--- config.mk ---
export PLATFORM = sky130hd
export DESIGN_NAME = tri_level_pulse_decoder
export DESIGN_NICKNAME = d
export VERILOG_FILES = /design/src/rtl/tlpd_pkg.sv /design/src/rtl/tlpd_sync.sv /design/src/rtl/tlpd_qual.sv /design/src/rtl/tlpd_gate.sv /design/src/rtl/tri_level_pulse_decoder.sv
export SDC_FILE = /design/constraint.sdc
export NUM_CORES = 1
export LEC_CHECK = 0
export ABC_AREA = 1
export ABC_CLOCK_PERIOD_IN_PS = 3060
export BUFFER_PORTS_ARGS = -buffer_cell sky130_fd_sc_hd__buf_4
export CELL_PAD_IN_SITES_DETAIL_PLACEMENT = 1
export CELL_PAD_IN_SITES_GLOBAL_PLACEMENT = 2
export CORE_UTILIZATION = 37
export DETAILED_ROUTE_END_ITERATION = 8
export HOLD_SLACK_MARGIN = 0.12
export PLACE_DENSITY_LB_ADDON = 0.1
export SYNTH_ARGS = -nofsm -noshare
export SYNTH_HDL_FRONTEND = slang
export SYNTH_SLANG_ARGS = --single-unit
--- constraint.sdc ---
create_clock -name clk -period 3.06 [get_ports clk]
set_clock_uncertainty 0.1 [all_clocks]
set_input_delay 0.612 -clock clk [delete_from_list [all_inputs] [get_ports clk]]
set_output_delay 0.612 -clock clk [all_outputs]
set_load 0.005 [all_outputs]
--- src/rtl/tlpd_pkg.sv ---
package tlpd_pkg;

  // Encoding is {above, below}
  typedef enum logic [1:0] {
    LVL_MID = 2'b00,
    LVL_LO  = 2'b01,
    LVL_HI  = 2'b10,
    LVL_BAD = 2'b11
  } lvl_e;

  function automatic lvl_e classify(input logic below, input logic above);
    return lvl_e'({above, below});
  endfunction

endpackage

--- src/rtl/tlpd_sync.sv ---
module tlpd_sync #(
  parameter int W      = 1,
  parameter int STAGES = 2
) (
  input  logic         clk,
  input  logic         rst,
  input  logic [W-1:0] d,
  output logic [W-1:0] q
);

  localparam int SHW = W * STAGES;

  logic [SHW-1:0] shreg;

  generate
    if (STAGES == 1) begin : g_single
      always_ff @(posedge clk) begin
        if (rst) shreg <= '0;
        else     shreg <= d;
      end
    end else begin : g_chain
      always_ff @(posedge clk) begin
        if (rst) shreg <= '0;
        else     shreg <= {shreg[SHW-W-1:0], d};
      end
    end
  endgenerate

  assign q = shreg[SHW-1 -: W];

endmodule

--- src/rtl/tlpd_qual.sv ---
module tlpd_qual
  import tlpd_pkg::*;
#(
  parameter int ACCEPT_US = 200,
  parameter int GAP_US    = 10,
  parameter int PROG_US   = 200
) (
  input  logic clk,
  input  logic rst,
  input  logic tick,
  input  logic lo_s,
  input  logic hi_s,
  input  logic pg_s,
  output logic qual_o,
  output logic qual_dn_o,
  output logic prog_o
);

  localparam int EW = $clog2(ACCEPT_US + 1);
  localparam int GW = $clog2(GAP_US + 1);
  localparam int PW = $clog2(PROG_US + 1);

  lvl_e          lvl, lvl_q;
  logic [EW-1:0] exc_cnt;
  logic [GW-1:0] gap_cnt;
  logic [PW-1:0] pg_cnt;
  logic          eligible, done, tainted, pg_done;
  logic          changed, gap_ok, is_exc;

  always_comb begin
    lvl     = classify(lo_s, hi_s);
    changed = (lvl != lvl_q);
    gap_ok  = (gap_cnt == GW'(GAP_US));
    is_exc  = (lvl == LVL_LO) || (lvl == LVL_HI);
  end

  always_ff @(posedge clk) begin
    if (rst) begin
      lvl_q     <= LVL_MID;
      exc_cnt   <= '0;
      gap_cnt   <= '0;
      pg_cnt    <= '0;
      eligible  <= 1'b0;
      done      <= 1'b0;
      tainted   <= 1'b0;
      pg_done   <= 1'b0;
      qual_o    <= 1'b0;
      qual_dn_o <= 1'b0;
      prog_o    <= 1'b0;
    end else begin
      qual_o <= 1'b0;
      prog_o <= 1'b0;
      lvl_q  <= lvl;

      // middle-level dwell, saturating
      if (lvl != LVL_MID)          gap_cnt <= '0;
      else if (tick && !gap_ok)    gap_cnt <= gap_cnt + 1'b1;

      // excursion width measurement
      if (changed) begin
        exc_cnt  <= '0;
        done     <= 1'b0;
        tainted  <= pg_s;
        eligible <= is_exc && (lvl_q == LVL_MID) && gap_ok;
      end else begin
        if (pg_s) tainted <= 1'b1;
        if (is_exc && eligible && !done && tick) begin
          if (exc_cnt == EW'(ACCEPT_US - 1)) begin
            done      <= 1'b1;
            qual_o    <= !(tainted || pg_s);
            qual_dn_o <= (lvl == LVL_HI);
          end else begin
            exc_cnt <= exc_cnt + 1'b1;
          end
        end
      end

      // programming level width measurement
      if (!pg_s) begin
        pg_cnt  <= '0;
        pg_done <= 1'b0;
      end else if (tick && !pg_done) begin
        if (pg_cnt == PW'(PROG_US - 1)) begin
          pg_done <= 1'b1;
          prog_o  <= 1'b1;
        end else begin
          pg_cnt <= pg_cnt + 1'b1;
        end
      end
    end
  end

  AST_NO_BAD_QUAL: assert property (@(posedge clk) disable iff (rst)
    qual_o |-> ($past(lvl) != LVL_BAD));
  AST_QUAL_HELD: assert property (@(posedge clk) disable iff (rst)
    qual_o |-> ($past(lvl) == $past(lvl_q)));
  AST_QUAL_NOT_PROG: assert property (@(posedge clk) disable iff (rst)
    qual_o |-> !$past(pg_s));
  AST_GAP_BOUND: assert property (@(posedge clk) disable iff (rst)
    gap_cnt <= GW'(GAP_US));

endmodule

--- src/rtl/tlpd_gate.sv ---
module tlpd_gate #(
  parameter int STARTUP_US = 1000
) (
  input  logic clk,
  input  logic rst,
  input  logic tick,
  input  logic en_s,
  input  logic qual_i,
  input  logic qual_dn_i,
  input  logic prog_i,
  output logic inc_o,
  output logic dec_o,
  output logic prog_o
);

  localparam int SW = $clog2(STARTUP_US + 1);

  logic [SW-1:0] st_cnt;
  logic          ready;
  logic          primed;

  assign ready = (st_cnt == SW'(STARTUP_US));

  always_ff @(posedge clk) begin
    if (rst) begin
      st_cnt <= '0;
      primed <= 1'b0;
      inc_o  <= 1'b0;
      dec_o  <= 1'b0;
      prog_o <= 1'b0;
    end else begin
      inc_o  <= 1'b0;
      dec_o  <= 1'b0;
      prog_o <= prog_i;

      if (!en_s)               st_cnt <= '0;
      else if (tick && !ready) st_cnt <= st_cnt + 1'b1;

      if (prog_i) begin
        primed <= 1'b0;
      end else if (qual_i && en_s && ready) begin
        if (primed) begin
          inc_o <= !qual_dn_i;
          dec_o <= qual_dn_i;
        end else begin
          primed <= 1'b1;
        end
      end
    end
  end

  AST_COUNT_NEEDS_READY: assert property (@(posedge clk) disable iff (rst)
    (inc_o || dec_o) |-> $past(ready && en_s));
  AST_COUNT_NEEDS_EN: assert property (@(posedge clk) disable iff (rst)
    (inc_o || dec_o) |-> $past(en_s));
  AST_COUNT_NEEDS_QUAL: assert property (@(posedge clk) disable iff (rst)
    (inc_o || dec_o) |-> $past(qual_i));

endmodule

--- src/rtl/tri_level_pulse_decoder.sv ---
module tri_level_pulse_decoder #(
  parameter int SYNC_STAGES = 2,
  parameter int ACCEPT_US   = 200,
  parameter int GAP_US      = 10,
  parameter int PROG_US     = 200,
  parameter int STARTUP_US  = 1000
) (
  input  logic clk,
  input  logic rst,
  input  logic tick_us,
  input  logic ctl_below,
  input  logic ctl_above,
  input  logic ctl_prog,
  input  logic count_en,
  output logic inc_req,
  output logic dec_req,
  output logic prog_req
);

  localparam int NIN = 4;

  logic [NIN-1:0] raw, synced;
  logic           qual, qual_dn, prog_evt;

  assign raw = {count_en, ctl_prog, ctl_above, ctl_below};

  tlpd_sync #(.W(NIN), .STAGES(SYNC_STAGES)) u_sync (
    .clk (clk),
    .rst (rst),
    .d   (raw),
    .q   (synced)
  );

  tlpd_qual #(.ACCEPT_US(ACCEPT_US), .GAP_US(GAP_US), .PROG_US(PROG_US)) u_qual (
    .clk       (clk),
    .rst       (rst),
    .tick      (tick_us),
    .lo_s      (synced[0]),
    .hi_s      (synced[1]),
    .pg_s      (synced[2]),
    .qual_o    (qual),
    .qual_dn_o (qual_dn),
    .prog_o    (prog_evt)
  );

  tlpd_gate #(.STARTUP_US(STARTUP_US)) u_gate (
    .clk       (clk),
    .rst       (rst),
    .tick      (tick_us),
    .en_s      (synced[3]),
    .qual_i    (qual),
    .qual_dn_i (qual_dn),
    .prog_i    (prog_evt),
    .inc_o     (inc_req),
    .dec_o     (dec_req),
    .prog_o    (prog_req)
  );

  AST_ONE_STROBE: assert property (@(posedge clk) disable iff (rst)
    $onehot0({inc_req, dec_req, prog_req}));
  AST_INC_PULSE: assert property (@(posedge clk) disable iff (rst)
    inc_req |=> !inc_req);
  AST_DEC_PULSE: assert property (@(posedge clk) disable iff (rst)
    dec_req |=> !dec_req);
  AST_PROG_PULSE: assert property (@(posedge clk) disable iff (rst)
    prog_req |=> !prog_req);

endmodule

==> metrics <==
crit path launch=u_gate.st_cnt[0]$_SDFFE_PP0P_; most common cell after layout, fill and taps aside=nand2_1; PostCTS Resize Cnt=0; Buffers on Ports=9; largest net degree at the start of global routing=18; initial antenna violation count=0; Slew HR=74.06%; CTS Buffer Depth=2; clk_lat worst skew=310 ps; R2R Path Start=u_gate.st_cnt[0]$_SDFFE_PP0P_; Post-Syn Nets=365; DIE AREA=0.006961 mm^2; CTS tree=built; cts hold-fix bufs=0; Die W=83.44 um; Crit-path slowest cell=dfxtp_1; Setup crit start kind=flop; Distinct cells, synth=25; Global Route Usage Sum=approximately 16%; total grt overflow=0; WHS=310.2 ps; Critical Path AT=1830 ps; num rows=29; post-synthesis sequential area ratio=41.61%; global-route wire length before repair=8832 um; clk sinks=51; Core ar.=0.006386 mm^2; vias in the first global route=between 1.5k and 2k; FILL cells=837; Final Cycle Share=55.92%; fmax=between 500 and 600 MHz; status=finished, final reports clean; max-cap viol count=0; Yosys warnings=0; routability cong.=0.7129; First-pass DRT Iterations=4; number of routed nets with antenna violations=0; final wirelength=4963 um; Worst-Margin Slew=between 300 and 400 ps; Clock Root Buffer=clkbuf_8; RSZ-0062 raised after global routing=false; Most common cell on crit path=nor2_1; final setup TNS=0 ps; clock-pin slew on the worst setup and hold paths=around 110 ps; IO Pins=10; DP Area=0.002587 mm^2; Hold Path Origin=u_sync.shreg[1]$_SDFF_PP0_; setup bufs post-CTS=0; Avg Cell Area, Syn=7.010 um^2; via count=2064; Post-DP HPWL=3780 um; Initial Util=between 30% and 40%; TritonCTS buffer count=5; crit-path cells=inv_1 > ha_1 > nand2_1 > nor2_1 > nand3_2 > nand2_1 > inv_1 > nor2_1 > nor2_1; HP Class=flop to flop; final setup violation count=0; P per Cell Area=429.5 mW/mm^2; diode count=0; Crit. End Element=flop; Area Growth Syn to Fin=9.485%; drt drc=0; CP Max Fanout=11; Final Instance Area=0.002686 mm^2; fin. max-slew vios=0; per-cell routed wire length=11.31 um; FF+latch count, synth=51; share of cells above drive strength 1=9.669%; VDD IR max=0.2630 mV; buffers and inverters on the worst path=2; min cycle time layout=1711 ps; leakage=0.001109 uW; R2R setup slack=1350 ps; critical path type=flop to flop; Hold Vio Cnt, Final=0; synthesized cell area=0.002454 mm^2; chip height=83.44 um; most frequent cells in the layout=nand2_1 (81), nor2_1 (58), inv_1 (56); Gate Count Post-Synth=350; DRT iter0 DRCs=46; worst endpoint required time=about 3200 ps; crit-path max cell delay=350 ps; post-layout net count=376; CP delay by family, top=simple AND/OR/NAND/NOR gates; via/cell ratio=between 4 and 5; htree depth=2
## worst paths after layout
kind,cells past startpoint,endpoint
min,2,u_sync.shreg[5]$_SDFF_PP0_
min reg2reg,2,u_sync.shreg[5]$_SDFF_PP0_
max reg2reg,9,u_gate.st_cnt[1]$_SDFFE_PP0P_
max,9,u_gate.st_cnt[1]$_SDFFE_PP0P_
## synth_stat cells
| cell | number | area (um^2) |
|---|---|---|
| nand2_2 | 4 | 25.02 |
| o21ai_2 | 1 | 8.760 |
| nor2_1 | 58 | 217.7 |
| buf_6 | 1 | 11.26 |
| ha_1 | 8 | 100.1 |
| a21oi_1 | 16 | 80.08 |
| buf_2 | 3 | 15.01 |
| nor3_4 | 1 | 16.27 |
| dfxtp_1 | 51 | 1021 |
| o21a_1 | 1 | 7.510 |
| nor2_4 | 2 | 22.52 |
| o21bai_1 | 1 | 7.510 |
| nand3_1 | 20 | 100.1 |
| nand4_2 | 1 | 12.51 |
| clkbuf_1 | 1 | 3.750 |
| nand2_1 | 81 | 304.0 |
| xor2_1 | 6 | 52.55 |
| inv_1 | 56 | 210.2 |
| nand4_1 | 10 | 62.56 |
| nand3_2 | 2 | 20.02 |
| inv_2 | 1 | 3.750 |
| nor2_2 | 6 | 37.54 |
| nor3_1 | 2 | 10.01 |
| o21ai_0 | 12 | 60.06 |
| xnor2_1 | 5 | 43.79 |
## final cells by class
type	count	area [um^2]	share of cell area, %
inverter	57	214.0	7.965
clock buffer	6	82.58	3.074
clock inverter	2	16.27	0.6055
timing repair buffer	9	67.56	2.515
sequential	51	1021	38.01
multi-input combinational	237	1189	44.25
tap	77	96.34	3.586
## state kept, by name, summed over array words and instances (netlist names), 2 cells and up
signal,cells
u_qual.gap_cnt,4
u_sync.shreg,8
u_qual.pg_cnt,8
u_qual.lvl_q,2
u_qual.exc_cnt,8
u_gate.st_cnt,10
## worst register-to-register path, cell delays in order (launching register included)
cell and delay (ps):
dfxtp_1 350, inv_1 90, ha_1 150, nand2_1 50, nor2_1 110, nand3_2 230
nand2_1 250, inv_1 120, nor2_1 100, nor2_1 50
## power breakdown
part           total (uW)  internal (uW)  switching [uW]
clock                 422            185             237
combinational        54.0           17.8            36.2
sequential            678            672            5.13
## per-stage QoR
| stage | util (%) | worst slack [ps] | total power (uW) | std cells |
|---|---|---|---|---|
| global route | 42.07 | 1108 | 1209 | 439 |
| detailed placement | 40.52 | 1271 | 748.9 | 431 |
| global placement | 40.52 | 1295 | 747.7 | 431 |
| CTS | 42.07 | 1328 | 1175 | 439 |
| floorplan | - | 1572 | 729.4 | 350 |
| finish | 42.07 | 1349 | 1154 | 439 |
## per-layer routing
layer	vias up	global-route usage, %	share of wire (%)
met5	-	0	0
met4	0	4.468	1.2
met3	6	3.380	2.1
met2	14	24.59	41
met1	947	21.34	56
li1	1097	-	-
## logic make-up (layout without fill, tap and decap cells)
family,count (synthesis),after routing,share of synthesized area (%)
and+or+nand+nor,187,187,33.76
buffers and inverters,62,74,9.943
DFF,51,51,41.61
AOI/OAI and AO/OA,31,31,6.681
xor gates and xnor gates,11,11,3.926
adders and majority gates,8,8,4.080
No activity file was read; power rests on OpenSTA's default activity.
